**src/rtl/modem_seq_pkg.sv**
```systemverilog
// Shared types for the modem state sequencer.
// The state encoding is visible to software and must not change.
package modem_seq_pkg;
    typedef enum logic [2:0] {
        MS_IDLE   = 3'b000,
        MS_ARMED  = 3'b001,
        MS_TXWAIT = 3'b010,
        MS_TX     = 3'b011,
        MS_RXWAIT = 3'b100,
        MS_RXHUNT = 3'b101,
        MS_RX     = 3'b110
    } mstate_e;

    localparam int NUM_WAITS = 2;
    localparam int WAIT_TX   = 0;
    localparam int WAIT_RX   = 1;
endpackage

```
**src/rtl/wait_timer.sv**
```systemverilog
// Down-counting minimum-wait timer.
// A load pulse captures the programmed tick count. The counter then
// decrements to zero and holds there. expired is high while the count is zero.
// Assumes the load is raised on the edge that enters the wait state.
module wait_timer #(
    parameter int W = 8
) (
    input  logic         clk,
    input  logic         rst_n,
    input  logic         load,
    input  logic [W-1:0] load_val,
    output logic         expired
);
    logic [W-1:0] cnt;

    // Count register: load takes priority, otherwise count down to zero.
    always_ff @(posedge clk) begin
        if (!rst_n)          cnt <= '0;
        else if (load)       cnt <= load_val;
        else if (cnt != '0)  cnt <= cnt - 1'b1;
    end

    // Expiry flag derived from the count.
    always_comb expired = (cnt == '0);


    load_capture_chk: assert property (@(posedge clk) disable iff (!rst_n)
        load |=> (cnt == $past(load_val)));


    expired_sticky_chk: assert property (@(posedge clk) disable iff (!rst_n)
        (expired && !load) |=> expired);
endmodule

```
**src/rtl/modem_fsm.sv**
```systemverilog
// Phase controller for one transceive exchange.
// It walks armed -> tx wait -> transmitting -> rx wait -> hunting ->
// receiving -> armed. Each wait exits only when its timer has expired and,
// if gating is on, the field is present. It asks the timers to load on
// entry to their wait state. Assumes the datapath inputs are one-cycle pulses.
module modem_fsm
    import modem_seq_pkg::*;
(
    input  logic                 clk,
    input  logic                 rst_n,
    input  logic                 cmd_transceive,
    input  logic                 cmd_idle,
    input  logic                 start_send,
    input  logic                 rf_present,
    input  logic                 wait_rf_en,
    input  logic                 tx_done,
    input  logic                 rx_sof,
    input  logic                 rx_end,
    input  logic [NUM_WAITS-1:0] tmr_expired,
    output mstate_e              st,
    output logic [NUM_WAITS-1:0] tmr_load,
    output logic                 tx_en,
    output logic                 rx_en
);
    mstate_e st_nxt;
    logic    field_ok;

    // Field qualifier: ignored unless gating is enabled.
    always_comb field_ok = !wait_rf_en || rf_present;

    // Next-state selection, with the idle command overriding everything.
    always_comb begin
        st_nxt = st;
        if (cmd_idle) begin
            st_nxt = MS_IDLE;
        end else begin
            case (st)
                MS_IDLE:   if (cmd_transceive) st_nxt = MS_ARMED;
                MS_ARMED:  if (start_send)     st_nxt = MS_TXWAIT;
                MS_TXWAIT: if (tmr_expired[WAIT_TX] && field_ok) st_nxt = MS_TX;
                MS_TX:     if (tx_done)        st_nxt = MS_RXWAIT;
                MS_RXWAIT: if (tmr_expired[WAIT_RX] && field_ok) st_nxt = MS_RXHUNT;
                MS_RXHUNT: if (rx_sof)         st_nxt = MS_RX;
                MS_RX:     if (rx_end)         st_nxt = MS_ARMED;
                default:                       st_nxt = MS_IDLE;
            endcase
        end
    end

    // State register.
    always_ff @(posedge clk) begin
        if (!rst_n) st <= MS_IDLE;
        else        st <= st_nxt;
    end

    // Timer load requests on entry to each wait state.
    always_comb begin
        tmr_load[WAIT_TX] = (st != MS_TXWAIT) && (st_nxt == MS_TXWAIT);
        tmr_load[WAIT_RX] = (st != MS_RXWAIT) && (st_nxt == MS_RXWAIT);
    end

    // Datapath enables decoded from the phase.
    always_comb begin
        tx_en = (st == MS_TX);
        rx_en = (st == MS_RXHUNT) || (st == MS_RX);
    end


    no_unused_code_chk: assert property (@(posedge clk) disable iff (!rst_n)
        st != 3'b111);


    idle_force_chk: assert property (@(posedge clk) disable iff (!rst_n)
        cmd_idle |=> (st == MS_IDLE));


    rf_hold_chk: assert property (@(posedge clk) disable iff (!rst_n)
        (st == MS_TXWAIT && wait_rf_en && !rf_present && !cmd_idle) |=> (st == MS_TXWAIT));


    tx_timer_hold_chk: assert property (@(posedge clk) disable iff (!rst_n)
        (st == MS_TXWAIT && !tmr_expired[WAIT_TX] && !cmd_idle) |=> (st == MS_TXWAIT));


    tx_hold_chk: assert property (@(posedge clk) disable iff (!rst_n)
        (st == MS_TX && !tx_done && !cmd_idle) |=> (st == MS_TX));


    sof_advance_chk: assert property (@(posedge clk) disable iff (!rst_n)
        (st == MS_RXHUNT && rx_sof && !cmd_idle) |=> (st == MS_RX));
endmodule

```
**src/rtl/modem_seq_top.sv**
```systemverilog
// Top of the modem state sequencer.
// It joins the phase controller to one minimum-wait timer per wait phase
// and exposes the 3-bit phase code and the datapath enables.
module modem_seq_top
    import modem_seq_pkg::*;
#(
    parameter int WAIT_W = 8
) (
    input  logic              clk,
    input  logic              rst_n,
    input  logic              cmd_transceive,
    input  logic              cmd_idle,
    input  logic              start_send,
    input  logic              rf_present,
    input  logic              wait_rf_en,
    input  logic [WAIT_W-1:0] tx_wait_val,
    input  logic [WAIT_W-1:0] rx_wait_val,
    input  logic              tx_done,
    input  logic              rx_sof,
    input  logic              rx_end,
    output logic [2:0]        state_code,
    output logic              tx_en,
    output logic              rx_en
);
    mstate_e                st;
    logic [NUM_WAITS-1:0]   tmr_load;
    logic [NUM_WAITS-1:0]   tmr_expired;
    logic [WAIT_W-1:0]      wait_val [NUM_WAITS];

    // Route the programmed values to their timers.
    always_comb begin
        wait_val[WAIT_TX] = tx_wait_val;
        wait_val[WAIT_RX] = rx_wait_val;
    end

    modem_fsm u_fsm (
        .clk            (clk),
        .rst_n          (rst_n),
        .cmd_transceive (cmd_transceive),
        .cmd_idle       (cmd_idle),
        .start_send     (start_send),
        .rf_present     (rf_present),
        .wait_rf_en     (wait_rf_en),
        .tx_done        (tx_done),
        .rx_sof         (rx_sof),
        .rx_end         (rx_end),
        .tmr_expired    (tmr_expired),
        .st             (st),
        .tmr_load       (tmr_load),
        .tx_en          (tx_en),
        .rx_en          (rx_en)
    );

    for (genvar g = 0; g < NUM_WAITS; g++) begin : g_tmr
        wait_timer #(.W(WAIT_W)) u_tmr (
            .clk      (clk),
            .rst_n    (rst_n),
            .load     (tmr_load[g]),
            .load_val (wait_val[g]),
            .expired  (tmr_expired[g])
        );
    end

    // Publish the phase code.
    always_comb state_code = st;


    tx_en_code_chk: assert property (@(posedge clk) disable iff (!rst_n)
        tx_en |-> (state_code == 3'b011));
endmodule

```
**config.mk**
```make
export PLATFORM = sky130hd
export DESIGN_NAME = modem_seq_top
export DESIGN_NICKNAME = d
export VERILOG_FILES = /design/src/rtl/modem_seq_pkg.sv /design/src/rtl/wait_timer.sv /design/src/rtl/modem_fsm.sv /design/src/rtl/modem_seq_top.sv
export SDC_FILE = /design/constraint.sdc
export NUM_CORES = 1
export LEC_CHECK = 0
export CAP_MARGIN = 20
export CORE_ASPECT_RATIO = 0.8
export CORE_MARGIN = 5
export CORE_UTILIZATION = 48
export DETAILED_ROUTE_END_ITERATION = 8
export PLACE_DENSITY = 0.78
export REMOVE_ABC_BUFFERS = 1
export SLEW_MARGIN = 20
export SYNTH_ARGS = -nofsm -noshare
export SYNTH_HDL_FRONTEND = slang
export SYNTH_HIERARCHICAL = 1
export SYNTH_SLANG_ARGS = --single-unit
export TNS_END_PERCENT = 1
```
**constraint.sdc**
```tcl
create_clock -name clk -period 2.95 [get_ports clk]
set_input_delay 0.59 -clock clk [delete_from_list [all_inputs] [get_ports clk]]
set_output_delay 0.59 -clock clk [all_outputs]
set_load 0.02 [all_outputs]
```
**Word-level counts from Yosys, hierarchy flattened**

Index checks and enable logic that the tools add are counted.

- Bits of input ports: 26
- Bits in registers: 19
- Word-level logic and storage cells: 42

- Muxes and demuxes: 13
- Reduce and logical (&&, ||, !) cells: 14
- $add $sub $neg: 2
- Equality and inequality tests: 10

Operator list:

| operator | count |
|---|---|
| 8-bit two-way mux | 4 |
| 3-bit two-way mux | 8 |
| 3-bit case mux with 7 select lines | 1 |
| 8-bit zero test | 2 |
| 8-bit nonzero test | 2 |
| 8-bit by 1-bit subtractor with 8-bit output, second input constant | 2 |
| 3-bit equality test, second input constant | 4 |
| 3-bit by 2-bit equality test with 1-bit output, second input constant | 3 |
| 1-bit logical AND | 4 |
| 2-bit nonzero test | 2 |
| 3-bit by 1-bit equality test with 1-bit output, second input constant | 1 |
| 3-bit zero test | 1 |
| 3-bit by 2-bit inequality test with 1-bit output, second input constant | 1 |
| 3-bit inequality test, second input constant | 1 |
| 1-bit logical OR | 2 |
| 1-bit zero test | 1 |

**Depth between registers and ports, before layout**

Gate-level depths: netlist of the first run.

- Word-level depth: 9
- Gate-level depth with buffers: 11
- Depth with buffers taken out: 10

**Cells and area by module**

Netlist of the first run, hierarchy kept.

Modules (own cells, without submodules):

| module | sequential area each (sq um) | instances | area an instance (sq um) | cells an instance |
|---|---|---|---|---|
| wait_timer | 160.2 | 2 | 457.9 | 51 |
| modem_fsm | 60.1 | 1 | 326.6 | 41 |

**Worst setup path after synthesis of the first run**

OpenSTA, ideal clock, no wires.

- Path kind: register to register
- From: register g_tmr[1].u_tmr.cnt[0]
- To: register g_tmr[1].u_tmr.cnt[1]
- Path slack: 0.235 ns
- Setup time: 0.134 ns
- Cell stages (with the launch flop): 12
- Clock period less this slack: 2.715 ns
- Data arrival time: 2.581 ns
- Path through: dfxtp_1 -> inv_1 -> ha_1 -> and4bb_1 -> buf_6 -> nand3b_1 -> a221o_1 -> o211ai_2 -> nor4bb_1 -> inv_1 -> o21ai_0 -> a311oi_2

- Longest elaborated chain between the ends: 8

RTL lines:

| what | line | source |
|---|---|---|
| start: declaration | wait_timer.sv:14 | `logic [W-1:0] cnt;` |
| start signal: assignment | wait_timer.sv:19 | `else if (load) cnt <= load_val;` |
| start signal: assignment | wait_timer.sv:20 | `else if (cnt != '0) cnt <= cnt - 1'b1;` |
| 8-bit zero test (*) | wait_timer.sv:24 | `always_comb expired = (cnt == '0);` |
| via tmr_expired[1] | modem_seq_top.sv:27 | `logic [NUM_WAITS-1:0] tmr_expired;` |
| 1-bit logical AND (*) | modem_fsm.sv:42 | `MS_RXWAIT: if (tmr_expired[WAIT_RX] && field_ok) st_nxt = MS_RXHUNT;` |
| 3-bit two-way mux (*) | modem_fsm.sv:42 |  |
| 3-bit case mux with 7 select lines (*) | modem_fsm.sv:37 | `case (st)` |
| 3-bit two-way mux (*) | modem_fsm.sv:34 | `if (cmd_idle) begin` |
| 3-bit equality test (*) | modem_fsm.sv:59 | `tmr_load[WAIT_RX] = (st != MS_RXWAIT) && (st_nxt == MS_RXWAIT);` |
| 1-bit logical AND (*) | modem_fsm.sv:59 |  |
| via tmr_load[1] | modem_seq_top.sv:26 | `logic [NUM_WAITS-1:0] tmr_load;` |
| 8-bit two-way mux or 2-bit nonzero test (tied branches) | -- |  |

The timed path passes the listed nets; every way through them passes the cells marked *. The select of a mux whose other input is x is not followed.
A chain may end at the register's enable or synchronous reset.

**Worst setup path in the final report of the first run**

- From: register u_fsm.st[0]
- To: output port rx_en

- Longest elaborated chain between the ends: 2

RTL lines:

| what | line | source |
|---|---|---|
| start: declaration | modem_fsm.sv:20 | `output mstate_e st,` |
| start signal: assignment | modem_fsm.sv:53 | `else st <= st_nxt;` |
| 3-bit equality test | modem_fsm.sv:65 | `rx_en = (st == MS_RXHUNT) \|\| (st == MS_RX);` |
| 1-bit logical OR (*) | modem_fsm.sv:65 |  |
| end: declaration | modem_seq_top.sv:23 | `output logic rx_en` |

Every way passes the cells marked *; elsewhere a longest branch is shown, timed or not.

==> results of run 1 <==
-- report_power, final --
group	internal, mW	leakage [nW]	switching, mW
sequential	0.335	0.156	0.0919
combinational	0.310	0.399	0.293
clock	0.0508	0.0177	0.0863
-- through the flow --
stage | setup slack [ns] | power [mW] | utilization | instance area, µm² | hold slack (ns)
after floorplan | 0.222 | 0.848 | - | 1190 | 0.467
after global placement | 0.390 | 0.986 | 0.639 | 1570 | 0.495
after detailed placement | 0.339 | 1.03 | 0.639 | 1570 | 0.506
after CTS | 0.249 | 1.18 | 0.650 | 1600 | 0.524
after global routing | 0.145 | 1.25 | 0.650 | 1600 | 0.561
final | 0.281 | 1.17 | 0.650 | 1600 | 0.530
-- how the worst min path moves through the flow --
stage / depth (start not counted) / endpoint / slack [ns] / startpoint
global route: 2 / g_tmr[0].u_tmr/cnt[6] / 0.56 / g_tmr[0].u_tmr/cnt[6]
detailed placement: 2 / g_tmr[1].u_tmr/cnt[6] / 0.51 / g_tmr[1].u_tmr/cnt[6]
finish: 2 / g_tmr[1].u_tmr/cnt[6] / 0.53 / g_tmr[1].u_tmr/cnt[6]
CTS: 2 / g_tmr[1].u_tmr/cnt[6] / 0.52 / g_tmr[1].u_tmr/cnt[6]
floorplan: 2 / g_tmr[0].u_tmr/cnt[6] / 0.47 / g_tmr[0].u_tmr/cnt[6]
global placement: 2 / g_tmr[0].u_tmr/cnt[6] / 0.49 / g_tmr[0].u_tmr/cnt[6]
-- state kept, by name, summed over array words and instances, names as in the netlist --
register,count
u_fsm/st,3
g_tmr.u_tmr/cnt,16
-- logic make-up after synthesis --
group	synth area share
mux	0.0242
flops	0.306
simple gates	0.314
compound gates	0.210
fa+ha+maj	0.0201
xor+xnor	0.0564
buf+inv	0.0685
-- synth_stat cells, drive strengths merged, types with 4 or more instances --
library cell,n
xnor2,6
a21oi,5
nand2,11
nor2,9
o31ai,8
dfxtp,19
nor3,4
o21ai,7
nand3,13
nor3b,6
inv,9
buf,5
-- worst min-delay path, delay by kind of cell (launching register included) --
family           cells  cell delay [ns]
AO/OA/AOI/OAI        1             0.08
flip-flops           1             0.35
AND/OR/NAND/NOR      1             0.06
-- layout make-up --
class                   instances  area share
clock inverters                 1     0.00312
multi-input cells             108       0.485
inverters                       9      0.0211
clock buffers                   3      0.0141
repair buffers                 35       0.211
flip-flops and latches         19       0.237
well taps                      36      0.0281
-- layer usage --
metal,routed length (µm),track usage
met5,0,0
met4,99,0.0867
met3,153,0.0548
met2,1480,0.285
met1,1440,0.231
==> flow_results.xml, run 1 <==
<?xml version="1.0" encoding="UTF-8"?>
<metrics>
  <group name="route">
    <metric name="detail_route.drc_violations" unit="">0</metric>
    <metric name="detail-route-antenna-nets" unit="">0</metric>
    <metric name="via_per_inst" unit="">5.72</metric>
    <metric name="drt-pass1-iter-count" unit="">5</metric>
    <metric name="first_iter_violations" unit="">58</metric>
    <metric name="routed_wire_length_per_instance" unit="µm">15.0</metric>
    <metric name="route.vias.total" unit="">1207</metric>
    <metric name="drt-total-wl" unit="mm">3.17</metric>
  </group>
  <group name="setup_path">
    <metric name="worstPathMaxFanout" unit="">14</metric>
    <metric name="required" unit="ns">2.36</metric>
    <metric name="crit_path_start_kind" unit="">flip-flop</metric>
    <metric name="timing.critical_path.to" unit="">rx_en</metric>
    <metric name="end_kind" unit="">primary output</metric>
    <metric name="critical_path.reg2reg.endpoint" unit="">g_tmr[1].u_tmr/cnt[4]</metric>
    <metric name="crit_arrival" unit="ns">2.08</metric>
    <metric name="critical-path-top-delay-family" unit="">flip-flops</metric>
    <metric name="slack_of_the_worst_reg_to_reg_path" unit="ns">0.50</metric>
    <metric name="critPathSlowestCell" unit="">sky130_fd_sc_hd__dfxtp_1</metric>
    <metric name="cp_cell_sequence" unit="">nor2b_1 &gt; o21a_1 &gt; clkdlybuf4s50_1</metric>
    <metric name="crit_cells" unit="">3</metric>
    <metric name="cp.buffers_inverters" unit="">1</metric>
    <metric name="regToRegStartpoint" unit="">g_tmr[0].u_tmr/cnt[3]</metric>
    <metric name="worstSetupPathType" unit="">flip-flop to primary output</metric>
    <metric name="cpPeakStageDelay" unit="ns">0.63</metric>
    <metric name="startpoint" unit="">u_fsm/st[0]</metric>
    <metric name="worst_r2r_path_depth" unit="">9</metric>
  </group>
  <group name="power_and_ir_drop">
    <metric name="power_per_cell_area" unit="nW/µm²">728</metric>
    <metric name="power.static_leakage" unit="nW">0.573</metric>
    <metric name="irDropWorstVdd" unit="µV">345</metric>
  </group>
  <group name="sta">
    <metric name="final_max_slew_viol_count" unit="">0</metric>
    <metric name="peak_clock_frequency_supported_by_timing" unit="MHz">375</metric>
    <metric name="hold_viol_final" unit="">0</metric>
    <metric name="finalCritPeriodShare" unit="">0.905</metric>
    <metric name="period_needed" unit="ns">2.67</metric>
    <metric name="skew" unit="ns">0.0106</metric>
    <metric name="unrepaired_setup_endpoints_after_global_routing" unit="">no</metric>
    <metric name="setup_tns" unit="ns">0</metric>
    <metric name="finalSetupViolations" unit="">0</metric>
    <metric name="slew-limit-headroom" unit="">0.580</metric>
    <metric name="max_slew.worst_pin.slew" unit="ns">0.628</metric>
  </group>
  <group name="final_layout">
    <metric name="final_cell_count_no_fill" unit="">211</metric>
    <metric name="n_fill_cell" unit="">219</metric>
    <metric name="final_cell_mix" unit="">sky130_fd_sc_hd__clkdlybuf4s50_1, sky130_fd_sc_hd__dfxtp_1, sky130_fd_sc_hd__nand3_1, sky130_fd_sc_hd__nand2_1</metric>
    <metric name="num-nets-final" unit="">204</metric>
    <metric name="syn_to_final_growth" unit="%">28.9</metric>
    <metric name="multiInputGateArea" unit="µm²">777</metric>
    <metric name="ratio_of_cells_with_drive_above_1_in_the_final_layout" unit="">0.103</metric>
    <metric name="num_antenna_cells" unit="">0</metric>
    <metric name="most_common_cell_after_layout_fill_and_taps_aside" unit="">sky130_fd_sc_hd__clkdlybuf4s50_1</metric>
    <metric name="regArea" unit="µm²">380</metric>
  </group>
  <group name="cts">
    <metric name="cts.root.buffer_cell" unit="">sky130_fd_sc_hd__clkbuf_4</metric>
    <metric name="cts_resized" unit="">0</metric>
    <metric name="cts-buffers-inserted" unit="">3</metric>
    <metric name="clock_latency" unit="ns">0.31</metric>
    <metric name="hold_buffers" unit="">0</metric>
    <metric name="clock_tree.htree_level_count" unit="">1</metric>
    <metric name="clkTransAtPathRegs" unit="ns">0.11</metric>
    <metric name="post_cts.repair.setup_buffers" unit="">0</metric>
    <metric name="maximum_clock_path_buffer_count" unit="">2</metric>
    <metric name="tritoncts_num_sinks" unit="">19</metric>
    <metric name="cts_tree" unit="">yes</metric>
  </group>
  <group name="global_route">
    <metric name="globalRoute.totalOverflow" unit="">0</metric>
    <metric name="antenna_found_initial" unit="">0</metric>
    <metric name="grt_max_degree" unit="">19</metric>
    <metric name="global_route.usage.total" unit="">0.184</metric>
    <metric name="global_route_wire_length_before_repair" unit="mm">5.35</metric>
    <metric name="first_global_vias" unit="">1213</metric>
  </group>
  <group name="floorplanning">
    <metric name="floorplan.core_area" unit="µm²">2460</metric>
    <metric name="die_area" unit="µm²">3710</metric>
    <metric name="die_h" unit="µm">55.5</metric>
    <metric name="start_util" unit="">0.505</metric>
    <metric name="fp.dieW" unit="µm">66.9</metric>
    <metric name="fp-row-count" unit="">16</metric>
    <metric name="top_level_ports" unit="">31</metric>
  </group>
  <group name="place">
    <metric name="place_inst" unit="">207</metric>
    <metric name="numPortBuffers" unit="">30</metric>
    <metric name="dpl.hpwl" unit="mm">2.44</metric>
    <metric name="gp_congestion" unit="">0.789</metric>
  </group>
  <group name="yosys">
    <metric name="yosys.cell_types.count" unit="">38</metric>
    <metric name="postSynth.topFlopCell" unit="">sky130_fd_sc_hd__dfxtp_1</metric>
    <metric name="post_synth.cell_area_avg" unit="µm²">8.69</metric>
    <metric name="largest_cells_by_area_after_synthesis" unit="">sky130_fd_sc_hd__dfxtp_1, sky130_fd_sc_hd__nand3_1, sky130_fd_sc_hd__o31ai_1, sky130_fd_sc_hd__xnor2_1, sky130_fd_sc_hd__nor4_4</metric>
    <metric name="mappedNetlistArea" unit="µm²">1240</metric>
    <metric name="synth-seq-cells" unit="">19</metric>
    <metric name="post_synth_inst_count" unit="">143</metric>
    <metric name="yosys_warnings" unit="">6</metric>
    <metric name="number_of_synthesized_flops_with_an_enable_pin" unit="">0</metric>
    <metric name="synthDominantAreaCellType" unit="">sky130_fd_sc_hd__dfxtp_1</metric>
    <metric name="synthDominantCellAreaShare" unit="">0.306</metric>
    <metric name="ys_seq_area_frac" unit="">0.306</metric>
    <metric name="postSynth.asyncResetShare" unit="">0</metric>
  </group>
  <group name="outcome">
    <metric name="outcome" unit="">finished clean</metric>
  </group>
  <group name="hold_path">
    <metric name="holdCritPathClass" unit="">flip-flop to flip-flop</metric>
  </group>
  <group name="flow_run">
    <metric name="maxCapViolCount" unit="">0</metric>
  </group>
</metrics>
(Power assumes the default switching activity.)
==> inputs of run 2 (changes only) <==
--- a/config.mk
+++ b/config.mk
@@ -5,12 +5,13 @@
 export SDC_FILE = /design/constraint.sdc
 export NUM_CORES = 1
 export LEC_CHECK = 0
+export ABC_AREA = 1
 export CAP_MARGIN = 20
 export CORE_ASPECT_RATIO = 0.8
 export CORE_MARGIN = 5
-export CORE_UTILIZATION = 48
+export CORE_UTILIZATION = 49
 export DETAILED_ROUTE_END_ITERATION = 8
-export PLACE_DENSITY = 0.78
+export PLACE_DENSITY = 0.79
 export REMOVE_ABC_BUFFERS = 1
 export SLEW_MARGIN = 20
 export SYNTH_ARGS = -nofsm -noshare
==> run 2 against run 1 <==
  * Hold slack worse by 0.015 ns
  * Sequential cell count stayed put
  * Wire length is 0.69% lower
  * Design area is 2.9% higher
==> flow_results.xml, run 2 <==
<?xml version="1.0" encoding="UTF-8"?>
<metrics>
  <group name="final_layout">
    <metric name="ratio_of_cells_with_drive_above_1_in_the_final_layout" unit="">0.0975</metric>
    <metric name="layout_top_registers" unit="">g_tmr.u_tmr/cnt (16), u_fsm/st (3)</metric>
    <metric name="final_cell_mix" unit="">sky130_fd_sc_hd__nor2_1, sky130_fd_sc_hd__nand2_1, sky130_fd_sc_hd__clkdlybuf4s50_1, sky130_fd_sc_hd__dfxtp_1, sky130_fd_sc_hd__inv_1</metric>
    <metric name="num_antenna_cells" unit="">0</metric>
    <metric name="max_flop_register" unit="">g_tmr.u_tmr/cnt</metric>
    <metric name="largest_reg_flops" unit="">16</metric>
    <metric name="num-nets-final" unit="">265</metric>
    <metric name="syn_to_final_growth" unit="%">27.1</metric>
    <metric name="n_fill_cell" unit="">254</metric>
    <metric name="most_common_cell_after_layout_fill_and_taps_aside" unit="">sky130_fd_sc_hd__nor2_1</metric>
  </group>
  <group name="yosys">
    <metric name="synth-seq-cells" unit="">19</metric>
    <metric name="synthDominantAreaCellType" unit="">sky130_fd_sc_hd__dfxtp_1</metric>
    <metric name="postSynth.topFlopCell" unit="">sky130_fd_sc_hd__dfxtp_1</metric>
    <metric name="yosys_warnings" unit="">6</metric>
    <metric name="post_synth_inst_count" unit="">205</metric>
    <metric name="synthDominantCellAreaShare" unit="">0.293</metric>
    <metric name="ys_seq_area_frac" unit="">0.293</metric>
    <metric name="postSynth.asyncResetShare" unit="">0</metric>
    <metric name="netlist_top_cells_count" unit="">sky130_fd_sc_hd__nor2_1, sky130_fd_sc_hd__nand2_1, sky130_fd_sc_hd__dfxtp_1</metric>
    <metric name="post_synth.cell_area_avg" unit="µm²">6.32</metric>
    <metric name="largest_cells_by_area_after_synthesis" unit="">sky130_fd_sc_hd__dfxtp_1, sky130_fd_sc_hd__nor2_1, sky130_fd_sc_hd__nand2_1, sky130_fd_sc_hd__nand3_1, sky130_fd_sc_hd__inv_1</metric>
    <metric name="synth.most_common_cell" unit="">sky130_fd_sc_hd__nor2_1</metric>
    <metric name="yosys.cell_types.count" unit="">23</metric>
    <metric name="number_of_synthesized_flops_with_an_enable_pin" unit="">0</metric>
    <metric name="mappedNetlistArea" unit="µm²">1300</metric>
  </group>
  <group name="route">
    <metric name="drt-pass1-iter-count" unit="">5</metric>
    <metric name="routed_wire_length_per_instance" unit="µm">11.6</metric>
    <metric name="detail_route.drc_violations" unit="">0</metric>
    <metric name="first_iter_violations" unit="">136</metric>
    <metric name="drt-total-wl" unit="mm">3.15</metric>
    <metric name="via_per_inst" unit="">5.35</metric>
    <metric name="detail-route-antenna-nets" unit="">0</metric>
    <metric name="route.vias.total" unit="">1454</metric>
  </group>
  <group name="sta">
    <metric name="final_max_slew_viol_count" unit="">0</metric>
    <metric name="peak_clock_frequency_supported_by_timing" unit="MHz">419</metric>
    <metric name="max_slew.worst_pin.slew" unit="ns">0.649</metric>
    <metric name="unrepaired_setup_endpoints_after_global_routing" unit="">no</metric>
    <metric name="finalSetupViolations" unit="">0</metric>
    <metric name="period_needed" unit="ns">2.39</metric>
    <metric name="skew" unit="ns">0.00119</metric>
    <metric name="finalCritPeriodShare" unit="">0.810</metric>
    <metric name="final.setup.worst_slack" unit="ns">0.561</metric>
    <metric name="setup_tns" unit="ns">0</metric>
    <metric name="slew-limit-headroom" unit="">0.566</metric>
    <metric name="hold_viol_final" unit="">0</metric>
  </group>
  <group name="floorplanning">
    <metric name="top_level_ports" unit="">31</metric>
    <metric name="die_area" unit="µm²">3780</metric>
    <metric name="floorplan.core_area" unit="µm²">2480</metric>
    <metric name="fp-row-count" unit="">16</metric>
    <metric name="start_util" unit="">0.522</metric>
    <metric name="fp.dieW" unit="µm">67.5</metric>
    <metric name="die_h" unit="µm">56.0</metric>
  </group>
  <group name="place">
    <metric name="gp_congestion" unit="">0.902</metric>
    <metric name="dpl.hpwl" unit="mm">2.56</metric>
    <metric name="numPortBuffers" unit="">30</metric>
    <metric name="place_ws" unit="ns">0.325</metric>
  </group>
  <group name="setup_path">
    <metric name="critPathSlowestCell" unit="">sky130_fd_sc_hd__nor2_1</metric>
    <metric name="crit_path_start_kind" unit="">flip-flop</metric>
    <metric name="end_kind" unit="">flip-flop</metric>
    <metric name="worstSetupPathType" unit="">flip-flop to flip-flop</metric>
    <metric name="crit_arrival" unit="ns">2.62</metric>
    <metric name="regToRegStartpoint" unit="">g_tmr[1].u_tmr/cnt[0]</metric>
    <metric name="cpPeakStageDelay" unit="ns">0.54</metric>
    <metric name="worstPathMaxFanout" unit="">9</metric>
    <metric name="slack_of_the_worst_reg_to_reg_path" unit="ns">0.56</metric>
    <metric name="path_common_cell" unit="">sky130_fd_sc_hd__nor2_1</metric>
    <metric name="required" unit="ns">3.18</metric>
    <metric name="critical_path.reg2reg.endpoint" unit="">g_tmr[0].u_tmr/cnt[0]</metric>
    <metric name="cp_cell_sequence" unit="">inv_1 &gt; ha_1 &gt; nand2_2 &gt; nor2_8 &gt; o21ai_0 &gt; nor2_1 &gt; nor2_1 &gt; nand3_1 &gt; nor2_1 &gt; inv_2 &gt; nand2_4 &gt; nor2_1 &gt; nor3_1</metric>
    <metric name="worst_r2r_path_depth" unit="">13</metric>
    <metric name="startpoint" unit="">g_tmr[1].u_tmr/cnt[0]</metric>
  </group>
  <group name="cts">
    <metric name="clock_latency" unit="ns">0.30</metric>
    <metric name="maximum_clock_path_buffer_count" unit="">2</metric>
    <metric name="cts_resized" unit="">0</metric>
    <metric name="tritoncts_num_sinks" unit="">19</metric>
    <metric name="clkTransAtPathRegs" unit="ns">0.11</metric>
    <metric name="hold_buffers" unit="">0</metric>
    <metric name="clock_tree.htree_level_count" unit="">1</metric>
    <metric name="post_cts.repair.setup_buffers" unit="">0</metric>
    <metric name="cts.root.buffer_cell" unit="">sky130_fd_sc_hd__clkbuf_4</metric>
    <metric name="cts_tree" unit="">yes</metric>
    <metric name="cts-buffers-inserted" unit="">3</metric>
  </group>
  <group name="hold_path">
    <metric name="worstHoldEndpoint" unit="">g_tmr[1].u_tmr/cnt[0]</metric>
    <metric name="holdCritPathClass" unit="">flip-flop to flip-flop</metric>
    <metric name="min_delay_path_depth" unit="">2</metric>
    <metric name="hp-start" unit="">g_tmr[1].u_tmr/cnt[0]</metric>
  </group>
  <group name="global_route">
    <metric name="globalRoute.totalOverflow" unit="">0</metric>
    <metric name="globalRouteMet2Util" unit="">0.284</metric>
    <metric name="antenna_found_initial" unit="">0</metric>
    <metric name="grt.busiest_layer" unit="">met2</metric>
    <metric name="first_global_vias" unit="">1346</metric>
    <metric name="global_route_wire_length_before_repair" unit="mm">5.39</metric>
    <metric name="global_route.usage.total" unit="">0.178</metric>
    <metric name="use_met3" unit="">0.0626</metric>
    <metric name="groute.layer.met1.usage" unit="">0.211</metric>
    <metric name="grt_max_degree" unit="">12</metric>
  </group>
  <group name="power_and_ir_drop">
    <metric name="totalPowerFinal" unit="mW">1.37</metric>
    <metric name="irDropWorstVdd" unit="µV">504</metric>
    <metric name="power.static_leakage" unit="nW">0.729</metric>
    <metric name="power_per_cell_area" unit="nW/µm²">828</metric>
  </group>
  <group name="flow_run">
    <metric name="maxCapViolCount" unit="">0</metric>
  </group>
  <group name="outcome">
    <metric name="outcome" unit="">finished clean</metric>
  </group>
</metrics>
==> run 2: logic make-up (layout without fill, tap and decap cells) <==
logic type               after synthesis  in the layout  synth area share
AND/OR/NAND/NOR                      125            125             0.455
buffers and inverters                 28             59            0.0917
AO/OA/AOI/OAI                         25             25             0.100
flip-flops                            19             19             0.293
XOR/XNOR                               6              6            0.0405
adder cells (fa/ha/maj)                2              2            0.0193
==> run 2: power by group <==
part	switching, mW	internal (mW)
clock	0.0825	0.0506
sequential	0.0788	0.349
combinational	0.473	0.332
total	0.634	0.731
==> run 2: layout make-up <==
class	instances	area (µm²)	area share
clock inverter	1	5.00	0.00304
clock buffer	3	22.5	0.0137
timing repair buffer	31	308	0.187
sequential	19	380	0.231
tap	36	45.0	0.0273
inverter	24	90.1	0.0547
multi-input combinational	158	797	0.484
==> run 2: critical path, delay by kind of cell (launching register included) <==
family                   cells  cell delay [ns]
AO/OA/AOI/OAI                1             0.07
adder cells (fa/ha/maj)      1             0.25
AND/OR/NAND/NOR              9             1.40
buffers and inverters        2             0.25
flip-flops                   1             0.34
==> run 2: worst max path at each step <==
stage                                 end  slack, ns  depth (start not counted)
detailed placement  g_tmr[0].u_tmr/cnt[1]       0.32                         12
finish              g_tmr[0].u_tmr/cnt[0]       0.56                         13
floorplan           g_tmr[0].u_tmr/cnt[1]       0.94                         14
global route        g_tmr[0].u_tmr/cnt[0]       0.30                         13
CTS                 g_tmr[0].u_tmr/cnt[0]       0.60                         13
global placement    g_tmr[0].u_tmr/cnt[1]       0.42                         12
==> run 2: layer usage <==
metal | vias to the layer above | wire length (µm)
met1 | 641 | 1360
li1 | 726 | -
met2 | 72 | 1420
met3 | 15 | 306
met5 | - | 0
met4 | 0 | 70
==> run 2: per-stage QoR <==
| step | instance area (µm²) | hold WS (ns) | std cells | util |
|---|---|---|---|---|
| detailed placement | 1620 | 0.503 | 268 | 0.653 |
| global placement | 1620 | 0.488 | 268 | 0.653 |
| global route | 1650 | 0.552 | 272 | 0.664 |
| finish | 1650 | 0.515 | 272 | 0.664 |
| CTS | 1650 | 0.519 | 272 | 0.664 |
| floorplan | 1270 | 0.476 | 201 | - |
==> inputs of run 3 (changes only) <==
--- a/config.mk
+++ b/config.mk
@@ -9,9 +9,9 @@
 export CAP_MARGIN = 20
 export CORE_ASPECT_RATIO = 0.8
 export CORE_MARGIN = 5
-export CORE_UTILIZATION = 49
+export CORE_UTILIZATION = 44
 export DETAILED_ROUTE_END_ITERATION = 8
-export PLACE_DENSITY = 0.79
+export PLACE_DENSITY = 0.75
 export REMOVE_ABC_BUFFERS = 1
 export SLEW_MARGIN = 20
 export SYNTH_ARGS = -nofsm -noshare
==> constraint.sdc (replaced) <==
create_clock -name clk -period 2.1 [get_ports clk]
set_input_delay 0.42 -clock clk [delete_from_list [all_inputs] [get_ports clk]]
set_output_delay 0.42 -clock clk [all_outputs]
set_load 0.02 [all_outputs]
==> run 3 against run 2 <==
  * Design area rose by 4.6%
  * Cell count rose by 2.6%
  * Clock power rose by 90%
  * Register-to-register slack got worse by 0.34 ns
  * Critical endpoint is now tx_en
  * Largest cell class unchanged
==> flow_results.xml, run 3 (synthesized netlist as in run 2, its figures left out) <==
<?xml version="1.0" encoding="UTF-8"?>
<metrics>
  <group name="global_route">
    <metric name="global_route_wire_length_before_repair" unit="mm">4.92</metric>
    <metric name="use_met3" unit="">0.0495</metric>
    <metric name="grt.busiest_layer" unit="">met2</metric>
    <metric name="first_global_vias" unit="">1156</metric>
    <metric name="grt_max_degree" unit="">12</metric>
    <metric name="groute.layer.met1.usage" unit="">0.199</metric>
    <metric name="antenna_found_initial" unit="">0</metric>
    <metric name="globalRoute.totalOverflow" unit="">0</metric>
    <metric name="globalRouteMet2Util" unit="">0.219</metric>
    <metric name="global_route.usage.total" unit="">0.146</metric>
  </group>
  <group name="power_and_ir_drop">
    <metric name="irDropWorstVdd" unit="µV">644</metric>
    <metric name="power_per_cell_area" unit="nW/µm²">1160</metric>
    <metric name="power.static_leakage" unit="nW">0.784</metric>
  </group>
  <group name="sta">
    <metric name="period_needed" unit="ns">1.94</metric>
    <metric name="skew" unit="ns">0.00665</metric>
    <metric name="final_max_slew_viol_count" unit="">0</metric>
    <metric name="finalCritPeriodShare" unit="">0.925</metric>
    <metric name="peak_clock_frequency_supported_by_timing" unit="MHz">515</metric>
    <metric name="setup_tns" unit="ns">0</metric>
    <metric name="hold_viol_final" unit="">0</metric>
    <metric name="finalSetupViolations" unit="">0</metric>
    <metric name="max_slew.worst_pin.slew" unit="ns">0.386</metric>
    <metric name="unrepaired_setup_endpoints_after_global_routing" unit="">no</metric>
    <metric name="slew-limit-headroom" unit="">0.742</metric>
    <metric name="holdWs" unit="ns">0.507</metric>
  </group>
  <group name="place">
    <metric name="dpl-instance-area" unit="µm²">1660</metric>
    <metric name="numPortBuffers" unit="">30</metric>
    <metric name="place_inst" unit="">275</metric>
    <metric name="dpl.hpwl" unit="mm">2.36</metric>
    <metric name="gp_congestion" unit="">0.859</metric>
  </group>
  <group name="route">
    <metric name="detail_route.drc_violations" unit="">0</metric>
    <metric name="drt-total-wl" unit="mm">2.92</metric>
    <metric name="routed_wire_length_per_instance" unit="µm">10.5</metric>
    <metric name="drt-pass1-iter-count" unit="">4</metric>
    <metric name="first_iter_violations" unit="">76</metric>
    <metric name="detail-route-antenna-nets" unit="">0</metric>
    <metric name="route.vias.total" unit="">1327</metric>
    <metric name="via_per_inst" unit="">4.76</metric>
  </group>
  <group name="cts">
    <metric name="post_cts.repair.setup_buffers" unit="">0</metric>
    <metric name="clock_tree.htree_level_count" unit="">1</metric>
    <metric name="hold_buffers" unit="">0</metric>
    <metric name="cts.root.buffer_cell" unit="">sky130_fd_sc_hd__clkbuf_8</metric>
    <metric name="tritoncts_num_sinks" unit="">19</metric>
    <metric name="cts-buffers-inserted" unit="">3</metric>
    <metric name="clock_latency" unit="ns">0.26</metric>
    <metric name="clkTransAtPathRegs" unit="ns">0.07</metric>
    <metric name="maximum_clock_path_buffer_count" unit="">2</metric>
    <metric name="cts_resized" unit="">0</metric>
    <metric name="cts_tree" unit="">yes</metric>
  </group>
  <group name="floorplanning">
    <metric name="floorplan.core_area" unit="µm²">2790</metric>
    <metric name="start_util" unit="">0.465</metric>
    <metric name="fp-row-count" unit="">17</metric>
    <metric name="fp.dieW" unit="µm">70.7</metric>
    <metric name="die_area" unit="µm²">4140</metric>
    <metric name="top_level_ports" unit="">31</metric>
    <metric name="die_h" unit="µm">58.5</metric>
  </group>
  <group name="final_layout">
    <metric name="n_fill_cell" unit="">273</metric>
    <metric name="final_core_util" unit="">0.619</metric>
    <metric name="layout_top_registers" unit="">g_tmr.u_tmr/cnt (16), u_fsm/st (3)</metric>
    <metric name="final_cell_count_no_fill" unit="">279</metric>
    <metric name="largest_reg_flops" unit="">16</metric>
    <metric name="ratio_of_cells_with_drive_above_1_in_the_final_layout" unit="">0.141</metric>
    <metric name="num-nets-final" unit="">270</metric>
    <metric name="finalInstanceArea" unit="µm²">1720</metric>
    <metric name="max_flop_register" unit="">g_tmr.u_tmr/cnt</metric>
    <metric name="num_antenna_cells" unit="">0</metric>
    <metric name="most_common_cell_after_layout_fill_and_taps_aside" unit="">sky130_fd_sc_hd__nor2_1</metric>
    <metric name="syn_to_final_growth" unit="%">33.0</metric>
    <metric name="final_cell_mix" unit="">sky130_fd_sc_hd__nor2_1, sky130_fd_sc_hd__nand2_1, sky130_fd_sc_hd__clkdlybuf4s50_1, sky130_fd_sc_hd__inv_1, sky130_fd_sc_hd__dfxtp_1</metric>
  </group>
  <group name="setup_path">
    <metric name="timing.critical_path.to" unit="">tx_en</metric>
    <metric name="critical_path.reg2reg.endpoint" unit="">g_tmr[0].u_tmr/cnt[5]</metric>
    <metric name="worst_r2r_path_depth" unit="">14</metric>
    <metric name="regToRegStartpoint" unit="">g_tmr[1].u_tmr/cnt[0]</metric>
    <metric name="worstPathMaxFanout" unit="">8</metric>
    <metric name="slack_of_the_worst_reg_to_reg_path" unit="ns">0.22</metric>
    <metric name="worstSetupPathType" unit="">flip-flop to primary output</metric>
    <metric name="required" unit="ns">1.68</metric>
    <metric name="startpoint" unit="">u_fsm/st[1]</metric>
    <metric name="crit_arrival" unit="ns">1.52</metric>
    <metric name="crit_path_start_kind" unit="">flip-flop</metric>
    <metric name="end_kind" unit="">primary output</metric>
  </group>
  <group name="hold_path">
    <metric name="holdCritPathClass" unit="">flip-flop to flip-flop</metric>
  </group>
  <group name="flow_run">
    <metric name="maxCapViolCount" unit="">0</metric>
  </group>
  <group name="outcome">
    <metric name="outcome" unit="">finished clean</metric>
  </group>
</metrics>
==> run 3: where the power goes <==
part | internal (mW) | total, mW | switching (mW)
clock network | 0.132 | 0.253 | 0.121
registers | 0.491 | 0.599 | 0.109
logic | 0.496 | 1.15 | 0.658
total | 1.12 | 2.01 | 0.887
==> run 3: metrics by stage <==
step	total power, mW	setup WS [ns]
global placement	1.74	0.0131
floorplan	1.50	0.0883
detailed placement	1.76	0.0120
global route	2.21	0.0197
CTS	2.02	0.0159
finish	2.01	0.158
==> run 3: worst min path at each step <==
stage / start / endpoint / slack (ns) / cells past startpoint
6_report: g_tmr[0].u_tmr/cnt[0] / g_tmr[0].u_tmr/cnt[0] / 0.51 / 2
4_1_cts: g_tmr[0].u_tmr/cnt[0] / g_tmr[0].u_tmr/cnt[0] / 0.51 / 2
3_5_place_dp: g_tmr[0].u_tmr/cnt[0] / g_tmr[0].u_tmr/cnt[0] / 0.50 / 2
2_1_floorplan: g_tmr[0].u_tmr/cnt[0] / g_tmr[0].u_tmr/cnt[0] / 0.48 / 2
3_3_place_gp: g_tmr[0].u_tmr/cnt[0] / g_tmr[0].u_tmr/cnt[0] / 0.49 / 2
5_1_grt: g_tmr[1].u_tmr/cnt[0] / g_tmr[1].u_tmr/cnt[0] / 0.54 / 2
==> run 3: worst max-delay path, stage by stage, from the launching register on <==
cell	delay, ns
sky130_fd_sc_hd__dfxtp_1	0.45
sky130_fd_sc_hd__nand2_1	0.12
sky130_fd_sc_hd__nor2_1	0.10
sky130_fd_sc_hd__clkdlybuf4s50_1	0.60
==> run 3: per-layer routing <==
metal | up-vias | part of all wire | wire length [µm]
met5 | - | 0 | 0
met4 | 0 | 0.011 | 33
met3 | 4 | 0.084 | 246
met2 | 30 | 0.39 | 1130
met1 | 559 | 0.52 | 1510
li1 | 734 | - | -
==> run 3: final cells by class <==
type	count	area (µm²)	area share
sequential	19	383	0.222
timing repair buffer	36	348	0.202
multi-input combinational	158	810	0.470
inverter	24	90.1	0.0522
clock inverter	1	5.00	0.00290
clock buffer	3	41.3	0.0239
tap	38	47.5	0.0276
